--- config.mk ---
export PLATFORM = sky130hd
export DESIGN_NAME = strap_ratio_top
export DESIGN_NICKNAME = d
export VERILOG_FILES = /design/src/rtl/strap_pkg.sv /design/src/rtl/strap_capture.sv /design/src/rtl/ratio_divider.sv /design/src/rtl/strap_ratio_top.sv
export SDC_FILE = /design/constraint.sdc
export NUM_CORES = 1
export LEC_CHECK = 0
export BUFFER_PORTS_ARGS = -buffer_cell sky130_fd_sc_hd__buf_2
export CAP_MARGIN = 20
export CORE_ASPECT_RATIO = 1.75
export CORE_MARGIN = 2
export CORE_UTILIZATION = 40
export CTS_CLUSTER_SIZE = 20
export DETAILED_ROUTE_END_ITERATION = 12
export SLEW_MARGIN = 0
export SYNTH_ARGS = -nofsm -noshare
export SYNTH_HDL_FRONTEND = slang
export SYNTH_HIERARCHICAL = 1
export SYNTH_SLANG_ARGS = --single-unit
--- constraint.sdc ---
create_clock -name clk_cpu -period 3.1 [get_ports clk_cpu]
set_clock_uncertainty 0.05 [all_clocks]
set_input_delay 0.62 -clock clk_cpu [delete_from_list [all_inputs] [get_ports clk_cpu]]
set_output_delay 0.62 -clock clk_cpu [all_outputs]
set_load 0.01 [all_outputs]
--- src/rtl/strap_pkg.sv ---
package strap_pkg;
  localparam int SEL_W   = 4;
  localparam int RATIO_W = 3;

  // pull defaults for open pads: MSB select bit pulls low, the rest high
  localparam logic [SEL_W-1:0] SEL_PULL  = 4'b0111;
  localparam logic             MODE_PULL = 1'b1;

  // select code -> CPU/PCI divide ratio
  function automatic logic [RATIO_W-1:0] ratio_of(input logic [SEL_W-1:0] code);
    logic [RATIO_W-1:0] r;
    if (code[3:2] == 2'b11)                  r = 3'd4;
    else if (code != 4'd0 && code <= 4'd3)   r = 3'd2;
    else                                     r = 3'd3;
    return r;
  endfunction

  // high half-cycles per period is the ratio itself; high full cycles from posedge path
  function automatic logic [RATIO_W-1:0] pos_high(input logic [RATIO_W-1:0] r);
    return r >> 1;
  endfunction

  function automatic logic resolve(input logic pin, input logic open_pad, input logic pull);
    return open_pad ? pull : pin;
  endfunction
endpackage

--- src/rtl/strap_capture.sv ---
module strap_capture
  import strap_pkg::*;
#(
  parameter int SETTLE_CYC = 8
) (
  input  logic             clk,
  input  logic             rst_n,
  input  logic [SEL_W-1:0] sel_pin,
  input  logic [SEL_W-1:0] sel_open,
  input  logic             mode_pin,
  input  logic             mode_open,
  input  logic             ovr_valid,
  input  logic [SEL_W-1:0] ovr_code,
  output logic             done_o,
  output logic             mode_o,
  output logic [SEL_W-1:0] code_o
);
  localparam int CW = $clog2(SETTLE_CYC + 1);

  logic [CW-1:0]    settle_q;
  logic             done_q;
  logic             mode_q;
  logic [SEL_W-1:0] code_q;
  logic [SEL_W-1:0] sel_res;
  logic             capture_now;

  genvar gi;
  generate
    for (gi = 0; gi < SEL_W; gi++) begin : g_pad
      assign sel_res[gi] = resolve(sel_pin[gi], sel_open[gi], SEL_PULL[gi]);
    end
  endgenerate

  assign capture_now = !done_q && (settle_q == CW'(SETTLE_CYC - 1));

  always_ff @(posedge clk or negedge rst_n) begin
    if (!rst_n) begin
      settle_q <= '0;
      done_q   <= 1'b0;
      mode_q   <= 1'b0;
      code_q   <= '0;
    end else if (!done_q) begin
      settle_q <= settle_q + 1'b1;
      if (capture_now) begin
        done_q <= 1'b1;
        mode_q <= resolve(mode_pin, mode_open, MODE_PULL);
        code_q <= sel_res;
      end
    end else if (ovr_valid) begin
      code_q <= ovr_code;
    end
  end

  assign done_o = done_q;
  assign mode_o = mode_q;
  assign code_o = code_q;


  capture_once_chk: assert property (@(posedge clk) disable iff (!rst_n)
    capture_now |=> (done_q && !capture_now));

  mode_hold_chk: assert property (@(posedge clk) disable iff (!rst_n)
    done_q |=> $stable(mode_q));

  code_hold_chk: assert property (@(posedge clk) disable iff (!rst_n)
    (done_q && !ovr_valid) |=> $stable(code_q));
endmodule

--- src/rtl/ratio_divider.sv ---
module ratio_divider
  import strap_pkg::*;
(
  input  logic               clk,
  input  logic               rst_n,
  input  logic               en,
  input  logic [RATIO_W-1:0] ratio_req,
  output logic [RATIO_W-1:0] ratio_o,
  output logic               pclk_o
);
  logic               run_q;
  logic [RATIO_W-1:0] cnt_q, cnt_d;
  logic [RATIO_W-1:0] ratio_q, ratio_d;
  logic               hi_q, hi_n;
  logic               wrap;

  assign wrap    = !run_q || (cnt_q == ratio_q - 1'b1);
  assign cnt_d   = wrap ? '0 : cnt_q + 1'b1;
  assign ratio_d = wrap ? ratio_req : ratio_q;

  always_ff @(posedge clk or negedge rst_n) begin
    if (!rst_n) begin
      run_q   <= 1'b0;
      cnt_q   <= '0;
      ratio_q <= 3'd2;
      hi_q    <= 1'b0;
    end else if (!en) begin
      run_q   <= 1'b0;
      cnt_q   <= '0;
      hi_q    <= 1'b0;
    end else begin
      run_q   <= 1'b1;
      cnt_q   <= cnt_d;
      ratio_q <= ratio_d;
      hi_q    <= (cnt_d < pos_high(ratio_d));
    end
  end

  // half-cycle extension for odd ratios
  always_ff @(negedge clk or negedge rst_n) begin
    if (!rst_n) hi_n <= 1'b0;
    else        hi_n <= hi_q;
  end

  assign pclk_o  = hi_q | (ratio_q[0] & hi_n);
  assign ratio_o = ratio_q;


  ratio_switch_chk: assert property (@(posedge clk) disable iff (!rst_n)
    (run_q && !wrap) |=> $stable(ratio_q));

  cnt_range_chk: assert property (@(posedge clk) disable iff (!rst_n)
    run_q |-> (cnt_q < ratio_q));

  ratio_legal_chk: assert property (@(posedge clk) disable iff (!rst_n)
    (ratio_q >= 3'd2) && (ratio_q <= 3'd4));
endmodule

--- src/rtl/strap_ratio_top.sv ---
module strap_ratio_top
  import strap_pkg::*;
#(
  parameter int SETTLE_CYC = 8
) (
  input  logic         clk_cpu,
  input  logic         rst_n,
  input  logic [3:0]   sel_pin_i,
  input  logic [3:0]   sel_open_i,
  input  logic         mode_pin_i,
  input  logic         mode_open_i,
  input  logic         ovr_valid_i,
  input  logic [3:0]   ovr_code_i,
  output logic [3:0]   sel_oe_o,
  output logic         ref_oe_o,
  output logic         mode_o,
  output logic         strap_done_o,
  output logic [2:0]   ratio_o,
  output logic         pclk_o
);
  logic             done;
  logic             mode_cap;
  logic [SEL_W-1:0] code;
  logic [RATIO_W-1:0] ratio_req;

  strap_capture #(.SETTLE_CYC(SETTLE_CYC)) cap_i (
    .clk       (clk_cpu),
    .rst_n     (rst_n),
    .sel_pin   (sel_pin_i),
    .sel_open  (sel_open_i),
    .mode_pin  (mode_pin_i),
    .mode_open (mode_open_i),
    .ovr_valid (ovr_valid_i),
    .ovr_code  (ovr_code_i),
    .done_o    (done),
    .mode_o    (mode_cap),
    .code_o    (code)
  );

  assign ratio_req = ratio_of(code);

  ratio_divider div_i (
    .clk       (clk_cpu),
    .rst_n     (rst_n),
    .en        (done),
    .ratio_req (ratio_req),
    .ratio_o   (ratio_o),
    .pclk_o    (pclk_o)
  );

  assign sel_oe_o     = {SEL_W{done}};
  assign ref_oe_o     = done & mode_cap;
  assign mode_o       = mode_cap;
  assign strap_done_o = done;


  oe_gate_chk: assert property (@(posedge clk_cpu) disable iff (!rst_n)
    !done |-> (sel_oe_o == 4'b0000 && !ref_oe_o));

  pclk_idle_chk: assert property (@(posedge clk_cpu) disable iff (!rst_n)
    !done |-> !pclk_o);
endmodule

==> metrics, run 1 <==
Die ar. 3113 µm²; DRT iter0 DRCs 8; Final Worst Setup Slack 0.01207 ns; async set-reset flop share out of synthesis 1.000; clock sink count 19; VDD IR max 0.3802 mV; critical path class flip-flop to output pin; routed length per instance 12.65 µm; Post-synth EDFFs 0; Reg clk slew, reported paths 0.07 ns; Worst Tran Pin Value 0.7864 ns; sw frac 0.3485; vias in the first global route 739; hold buffer count at cts 0; DR pass1 iterations 4; DRC errors left 0; Leak Pwr 0.6498 nW; n_diodes 0; global route total overflow 0; pin count of the biggest net entering global routing 27; row count 24; max-cap violations 0; crit path capture type output pin; clock tree buffer depth 2; top-count cell post-synth dfrtp_1; #FFs+latches synth 19; Worst setup SP type flip-flop; share of cells above drive strength 1 0.4068; TritonCTS buffer count 3; critical path endpoint pclk_o; global-route wire length before repair 3.215 mm; total power 1.053 mW; Reg-to-Reg End div_i/hi_q; CP arrival 2.42 ns; Avg Cell Area, Syn 11.73 µm²; RSZ-0062 raised after global routing yes; Placed Area 1207 µm²; mux contribution to synthesized area 0.1231; critical path cell sequence a21o_1, buf_2; gr usage total 0.1390; design area 1252 µm²; vias 735; CP delay by family, top flip-flops; Die W 43.05 µm; Area Overhead vs Synth 17.35%; Area contributors post-synth dfrtp_1, mux2_4, ha_1, xnor2_1, mux2i_1; CP bufs+invs 1; post-synth top area share 0.3986; FF-to-FF setup slack 0.68 ns; Synth area leader dfrtp_1; # resized after CTS 0; layout net count 140; pre-CTS setup slack 0.2969 ns; Die Y 72.33 µm; Avg Vias per Cell 5.104; Post-synth top cells dfrtp_1, nor2_1, mux2_4; type of the most critical hold path input pin to asynchronous set/reset pin; final WL 1.822 mm; Clock power frac 0.165; Cell Pwr Density 840.8 nW/µm²; endpoints failing hold 0; syn_nets 112; slowest CP cell dfrtn_1; Initial Utilization 0.4231; Comb power frac 0.492; Cells after Synth 91; status complete, no violations; max-slew violations 0; worst setup path startpoint div_i/hi_n; Compound-Gate Fraction of Synth Area 0.1090; slew margin rel. 0.4757; synthesized area 1067 µm²; Required @ worst endpoint 2.43 ns; Placed Cells 140; depth of the most critical reg-to-reg path 8; Post-Synth XOR/XNOR Area 0.07268; CP Depth 2; Reg power frac 0.343; Crit Path Max Fanout 1; DP Wirelength 1.421 mm; internal power 0.6861 mW; CTS tree done; H-tree Lvls 1; Clock Latency Late Sink 0.26 ns; root buffer cell clkbuf_8; sequential-to-total area share from yosys stat 0.4467; Reg-to-Reg Start div_i/ratio_o[1]; largest family of logic cells by synthesized area simple AND/OR/NAND/NOR gates; Max stage delay on crit path 0.32 ns; Antenna Violating Nets Remaining 0; Post-Synth Simple-Gate Area 0.1512; YS warnings 6; core area 2522 µm²; port bufs 27; Main synth FF type dfrtp_1; initial antenna violation count 0; # IOs 28; Post-Synth Adder-Cell Area 0.04689; postcts setup bufs 0; Net Sw Power 0.3670 mW; Final setup viols 0; fin cells 144; routability cong. 0.7815; Yosys cell types 35
==> per-layer routing <==
metal / routed length [µm] / up-vias / GRT usage
li1: - / 362 / -
met1: 731 / 349 / 0.1444
met2: 962 / 19 / 0.2441
met3: 66 / 5 / 0.02239
met4: 62 / 0 / 0.1010
met5: 0 / - / 0
==> power by group through the flow <==
stage / Clock [mW] / Sequential [mW] / Combinational (mW)
final: 0.174 / 0.361 / 0.518
after global routing: 0.187 / 0.373 / 0.574
after CTS: 0.177 / 0.364 / 0.531
after detailed placement: 0 / 0.369 / 0.525
after global placement: 0 / 0.368 / 0.512
after floorplan: 0 / 0.361 / 0.421
==> placed cells by master (no fill, tap or decap), types with 4 or more instances in the layout <==
master / Yosys / layout
buf_2: 1 / 27
dfrtp_1: 17 / 17
nor2_1: 7 / 7
mux2_4: 6 / 6
nand2_1: 5 / 5
xnor2_1: 5 / 5
inv_1: 4 / 4
nand2b_1: 4 / 4
ha_1: 4 / 4
==> state kept, by name, indices dropped and copies added (netlist names) <==
name / count
div_i/hi_n: 1
div_i/run_q: 1
cap_i/code_o: 4
cap_i/done_o: 1
div_i/hi_q: 1
cap_i/mode_o: 1
cap_i/settle_q: 4
div_i/cnt_q: 3
div_i/ratio_o: 3
==> metrics by stage <==
stage          setup TNS [ns]  hold WS (ns)  utilization
6_report                    0        0.2715       0.4965
5_1_grt              -0.02281        0.3071       0.4965
4_1_cts                     0        0.2855       0.4965
3_5_place_dp                0        0.4424       0.4787
3_3_place_gp                0        0.4394       0.4787
2_1_floorplan               0        0.2744            -
==> final cells by class <==
| cell class | count | area, µm² |
|---|---|---|
| Fill cell | 245 | 1270 |
| Tap cell | 26 | 32.53 |
| Inverter | 5 | 18.77 |
| Multi-Input combinational cell | 62 | 536.8 |
| Timing Repair Buffer | 28 | 142.6 |
| Sequential cell | 19 | 476.7 |
| Clock buffer | 4 | 45.04 |
==> worst min path at each step <==
stage,to,cells past startpoint,slack [ns]
finish,cap_i/settle_q[2],2,0.27
global route,cap_i/mode_o,2,0.31
CTS,div_i/cnt_q[2],2,0.29
detailed placement,cap_i/code_o[1],1,0.44
global placement,cap_i/settle_q[0],1,0.44
floorplan,cap_i/code_o[0],0,0.27
==> logic make-up (layout without fill, tap and decap cells) <==
family / count (synthesis) / count (layout)
xor gates and xnor gates: 7 / 7
and+or+nand+nor: 27 / 27
AOI/OAI and AO/OA: 14 / 14
muxes: 10 / 10
buffers and inverters: 10 / 37
adders and majority gates: 4 / 4
DFF: 19 / 19
Power figures use the tool's default switching activity.
==> run 2: changes to the inputs <==
==> constraint.sdc (replaced) <==
create_clock -name clk_cpu -period 2.9 [get_ports clk_cpu]
set_clock_uncertainty 0.05 [all_clocks]
set_input_delay 0.58 -clock clk_cpu [delete_from_list [all_inputs] [get_ports clk_cpu]]
set_output_delay 0.58 -clock clk_cpu [all_outputs]
set_load 0.01 [all_outputs]
==> run 2 against run 1 <==
Utilization barely moved. Sequential share of layout area barely moved. Clock-buffer cell count fell by 1. Routed wire length fell by 4.8%. The run now ends with setup timing left. Total power rose by 6.3%. Critical path type unchanged. Combinational power rose by 6.6%. Largest power group unchanged. Cell count did not move. Register-to-register slack got worse by 0.19 ns. Final area barely moved.
==> metrics, run 2 (same netlist as run 1, synthesis figures left out) <==
DR pass1 iterations 3 (-1); most common cell after layout, fill and taps aside buf_2; initial antenna violation count 0 (unchanged); n_diodes 0 (unchanged); Worst Tran Pin Value 0.7837 ns (-0.002706 ns); RSZ-0062 raised after global routing yes; row count 24 (unchanged); clock tree buffer depth 2 (unchanged); VDD IR max 0.3361 mV (-12%); critical path class flip-flop to output pin; root buffer cell clkbuf_8; DP Wirelength 1.351 mm (-4.9%); Die ar. 3113 µm² (unchanged); port bufs 27 (unchanged); pin count of the biggest net entering global routing 27 (unchanged); Initial Utilization 0.4231 (unchanged); Cell Pwr Density 892.7 nW/µm² (+6.2%); CP arrival 2.32 ns (-0.10 ns); Clock power frac 0.161 (-0.004); fin cells 144 (unchanged); Antenna Violating Nets Remaining 0 (unchanged); slowest CP cell dfrtn_1; internal power 0.7305 mW (+6.5%); Reg power frac 0.345 (+0.002); Worst setup SP type flip-flop; Placed Cells 140 (unchanged); # resized after CTS 0 (unchanged); gr usage total 0.1322 (-0.006840); Comb power frac 0.493 (about the same); total power 1.119 mW (+6.3%); vias 724 (-1.5%); clock sink count 19 (unchanged); Avg Vias per Cell 5.028 (-1.5%); max-cap violations 0 (unchanged); type of the most critical hold path input pin to asynchronous set/reset pin; violated checks setup timing; Net Sw Power 0.3887 mW (+5.9%); DRT iter0 DRCs 6 (-2); area of the multi-input gates 536.8 µm² (unchanged); setup TNS -0.04591 ns (-0.04591 ns); CTS tree done; sw frac 0.3473 (-0.001146); share of cells above drive strength 1 0.4153 (+0.008475); Area Overhead vs Synth 17.47% (about the same); Required @ worst endpoint 2.27 ns (-0.16 ns); status finished, violations left; layout net count 140 (unchanged); global route total overflow 0 (unchanged); Reg clk slew, reported paths 0.07 ns (about the same); routed length per instance 12.05 µm (-4.8%); fillers 244 (-0.41%); Die Y 72.33 µm (unchanged); DRC errors left 0 (unchanged); routability cong. 0.7813 (about the same); Final Worst Setup Slack -0.04591 ns (-0.05798 ns); commonest cells after routing, fill and taps aside buf_2, dfrtp_1, nor2_1; Final setup viols 1 (+1); crit path capture type output pin; slew margin rel. 0.4775 (+0.001804); register area 476.7 µm² (unchanged); TritonCTS buffer count 3 (unchanged); max-slew violations 0 (unchanged); Leak Pwr 0.6526 nW (+0.42%); critical path cell sequence a21o_1, buf_2; Die W 43.05 µm (unchanged); Max stage delay on crit path 0.33 ns (about the same); Clock Latency Late Sink 0.25 ns (about the same); global-route wire length before repair 3.077 mm (-4.3%); vias in the first global route 712 (-3.7%); endpoints failing hold 0 (unchanged); final WL 1.735 mm (-4.8%); core area 2522 µm² (unchanged); # IOs 28 (unchanged); Crit Path Max Fanout 1 (unchanged); H-tree Lvls 1 (unchanged)
==> run 2: path summary, 6_finish.rpt <==
check,from,to,slack [ns],cells past startpoint
max,div_i/hi_n,pclk_o,-0.05,2
min,rst_n,div_i/hi_q,0.24,2
max in group asynchronous,rst_n,div_i/hi_n,1.31,1
min reg2reg,cap_i/code_o[1],cap_i/code_o[1],0.45,1
min in group clk_cpu,cap_i/code_o[1],cap_i/code_o[1],0.45,1
max reg2reg,div_i/ratio_o[1],div_i/hi_q,0.49,8
==> run 2: metal layers <==
layer,share of wire,vias to the layer above,track usage
met5,0,-,0
met4,0.013,0,0.08081
met3,0.034,2,0.02239
met2,0.55,16,0.2391
met1,0.40,345,0.1372
li1,-,361,-
==> run 2: power groups by stage <==
| stage | Sequential (mW) | Combinational (mW) | Clock [mW] |
|---|---|---|---|
| after floorplan | 0.386 | 0.450 | 0 |
| after global placement | 0.393 | 0.547 | 0 |
| after detailed placement | 0.396 | 0.559 | 0 |
| after CTS | 0.391 | 0.565 | 0.188 |
| after global routing | 0.397 | 0.614 | 0.202 |
| final | 0.386 | 0.552 | 0.181 |
==> run 2: area by class of cell <==
class | instances | area share
multi-input cells | 62 | 0.4281
flip-flops and latches | 19 | 0.3802
repair buffers | 28 | 0.1138
clock buffers | 3 | 0.03293
well taps | 26 | 0.02595
inverters | 5 | 0.01497
clock inverters | 1 | 0.003992
==> run 2: worst max-delay path, delay by kind of cell, from the launching register on <==
family | cells | cell delay, ns
flip-flops | 1 | 0.33
buffers and inverters | 1 | 0.13
AO/OA/AOI/OAI | 1 | 0.14
==> run 2: through the flow <==
stage / instance area, µm² / hold slack [ns] / utilization / setup slack, ns
3_5_place_dp: 1207 / 0.4420 / 0.4787 / 0.2406
6_report: 1254 / 0.2422 / 0.4970 / -0.04591
2_1_floorplan: 1067 / 0.2344 / - / 0.3170
4_1_cts: 1254 / 0.2500 / 0.4970 / -0.05416
3_3_place_gp: 1207 / 0.4392 / 0.4787 / 0.2447
5_1_grt: 1254 / 0.2629 / 0.4970 / -0.07837
==> run 2: timing repair <==
item | 4_1_cts | 5_1_grt
hold buffers | 0 | 0
setup buffers | 0 | 0
endpoints found under the setup margin | 1 | 1
==> run 3: changes to the inputs <==
--- a/config.mk
+++ b/config.mk
@@ -5,6 +5,7 @@
 export SDC_FILE = /design/constraint.sdc
 export NUM_CORES = 1
 export LEC_CHECK = 0
+export ABC_AREA = 1
 export BUFFER_PORTS_ARGS = -buffer_cell sky130_fd_sc_hd__buf_2
 export CAP_MARGIN = 20
 export CORE_ASPECT_RATIO = 1.75
@@ -12,6 +13,7 @@
 export CORE_UTILIZATION = 40
 export CTS_CLUSTER_SIZE = 20
 export DETAILED_ROUTE_END_ITERATION = 12
+export SKIP_LAST_GASP = 1
 export SLEW_MARGIN = 0
 export SYNTH_ARGS = -nofsm -noshare
 export SYNTH_HDL_FRONTEND = slang
==> constraint.sdc (replaced) <==
create_clock -name clk_cpu -period 3.4 [get_ports clk_cpu]
set_clock_uncertainty 0.05 [all_clocks]
set_input_delay 0.68 -clock clk_cpu [delete_from_list [all_inputs] [get_ports clk_cpu]]
set_output_delay 0.68 -clock clk_cpu [all_outputs]
set_load 0.01 [all_outputs]
==> run 3 against run 2 <==
Clock power is 15% lower. Largest power group unchanged. Setup slack better by 0.12 ns. Die area is 1.3% higher. Sequential power is 14% lower. Critical path depth stayed put. Synthesized cell count is 47% higher. Combinational power is 19% lower. The run now ends clean. Global-route usage is 1.2 points higher.
==> metrics, run 3 <==
critical path class flip-flop to output pin; layout net count 184 (+31%); Placed Area 1225 µm² (+1.5%); # resized after CTS 0 (unchanged); post-synth top area share 0.3931 (-0.005530); sequential-to-total area share from yosys stat 0.4405 (-0.006196); fin cells 189 (+31%); fillers 284 (+16%); slowest CP cell dfrtn_1; Reg-to-Reg End div_i/hi_n; Reg clk slew, reported paths 0.07 ns (about the same); routed length per instance 10.12 µm (-16%); DR pass1 iterations 4 (+1); max-slew violations 0 (unchanged); top-count cell post-synth nand2_1; routed length on met3 99 µm (+68%); n_diodes 0 (unchanged); status complete, no violations; Leak Pwr 0.7504 nW (+15%); Die W 43.32 µm (+0.64%); global-route wire length before repair 3.415 mm (+11%); CP delay by family, top flip-flops; Main synth FF type dfrtp_1; highest metal used met4; Die ar. 3154 µm² (+1.3%); Area contributors post-synth dfrtp_1, nand2_1, inv_1, ha_1, nand3_1; Synth area leader dfrtp_1; max-cap violations 0 (unchanged); syn_nets 155 (+38%); Yosys cell types 28 (-20%); CTS tree done; Final setup viols 0 (-1); RSZ-0062 raised after global routing no; Area Overhead vs Synth 17.34%; Max stage delay on crit path 0.32 ns (about the same); initial antenna violation count 0 (unchanged); Worst Tran Pin Value 0.2448 ns (-0.5390 ns); Cells after Synth 134 (+47%); clock tree buffer depth 2 (unchanged); Post-synth top cells nand2_1, dfrtp_1, inv_1; async set-reset flop share out of synthesis 1.000 (unchanged); DRC errors left 0 (unchanged); CP arrival 2.60 ns (+0.28 ns); core area 2628 µm² (+4.2%); Antenna Violating Nets Remaining 0 (unchanged); most common cell after layout, fill and taps aside nand2_1; Cell Pwr Density 735.6 nW/µm² (-18%); root buffer cell clkbuf_8; clock sink count 19 (unchanged); slew margin rel. 0.8368 (+0.3593); vias in the first global route 867 (+22%); pin count of the biggest net entering global routing 21 (-22%); type of the most critical hold path input pin to asynchronous set/reset pin; hold buffer count at cts 0 (unchanged); port bufs 27 (unchanged); H-tree Lvls 1 (unchanged); FF-to-FF setup slack 1.13 ns (+0.64 ns); vias 892 (+23%); postcts setup bufs 0 (unchanged); synthesized area 1082 µm² (+1.4%); Avg Vias per Cell 4.720 (-6.1%); design area 1270 µm² (+1.3%); WL met1 689 µm (-0.29%); Die Y 72.81 µm (+0.66%); depth of the most critical reg-to-reg path 0 (-8); #FFs+latches synth 19 (unchanged); area of the multi-input gates 486.7 µm² (-9.3%); Initial Utilization 0.4119 (-0.01121); gr usage total 0.1438 (+0.01160); Crit Path Max Fanout 1 (unchanged); # IOs 28 (unchanged); Placed Cells 185 (+32%); YS warnings 6 (unchanged); row count 25 (+4.2%); Worst setup SP type flip-flop; Clock Latency Late Sink 0.25 ns (about the same); DP Wirelength 1.574 mm (+17%); endpoints failing hold 0 (unchanged); share of cells above drive strength 1 0.2963 (-0.1190); TritonCTS buffer count 3 (unchanged); global route total overflow 0 (unchanged); commonest cells after routing, fill and taps aside nand2_1, buf_2, inv_1, dfrtp_1; critical path cell sequence a21o_2, buf_2; Required @ worst endpoint 2.67 ns (+0.40 ns); setup TNS 0 ns (+0.04591 ns); routability cong. 0.6834 (-13%); VDD IR max 0.3021 mV (-10%); DRT iter0 DRCs 10 (+4); Finished Core Util 0.4833 (-0.01369); total power 0.9342 mW (-17%); Post-synth EDFFs 0 (unchanged); register area 476.7 µm² (unchanged); final WL 1.912 mm (+10%); Avg Cell Area, Syn 8.077 µm² (-31%); Reg-to-Reg Start div_i/hi_q; met2 WL post-DR 1.076 mm (+12%); crit path capture type output pin; CP bufs+invs 1 (unchanged)
## run 3: report_power, final
| part | total [mW] | internal, mW | leakage, nW | switching [mW] |
|---|---|---|---|---|
| Sequential | 0.331 | 0.286 | 0.225 | 0.0448 |
| Combinational | 0.449 | 0.184 | 0.503 | 0.265 |
| Clock | 0.154 | 0.0833 | 0.0228 | 0.0707 |
| Total | 0.934 | 0.553 | 0.750 | 0.381 |
## run 3: logic make-up (layout without fill, tap and decap cells)
family / after synthesis / after routing / synth area share
adders and majority gates: 4 / 4 / 0.04624
DFF: 19 / 19 / 0.4405
and+or+nand+nor: 71 / 71 / 0.3098
xor gates and xnor gates: 3 / 3 / 0.02428
AOI/OAI and AO/OA: 12 / 12 / 0.06937
buffers and inverters: 25 / 53 / 0.1098
## run 3: worst max path at each step
stage,startpoint,endpoint,slack (ns),depth (start not counted)
after detailed placement,div_i/hi_n,pclk_o,0.35,2
after CTS,div_i/hi_n,pclk_o,0.07,2
after floorplan,div_i/hi_n,pclk_o,0.47,1
after global routing,div_i/hi_n,pclk_o,0.02,2
final,div_i/hi_n,pclk_o,0.07,2
after global placement,div_i/hi_n,pclk_o,0.37,2
## run 3: through the flow
stage                     hold WS [ns]  setup slack, ns
after floorplan                 0.3344           0.4675
after global placement          0.3959           0.3656
after detailed placement        0.4111           0.3478
after CTS                       0.3453          0.06681
after global routing            0.3653          0.01880
final                           0.3411          0.07252
## run 3: area by class of cell
type	count	share of cell area
clock buffer	4	0.03547
inverter	20	0.06108
multi-input combinational	90	0.3833
sequential	19	0.3754
tap	27	0.02660
timing repair buffer	29	0.1182
## run 3: metal layers
layer  vias to the layer above  track usage
met5                         -            0
li1                        463            -
met4                         0      0.07071
met2                        27       0.2736
met3                         5      0.02228
met1                       397       0.1444
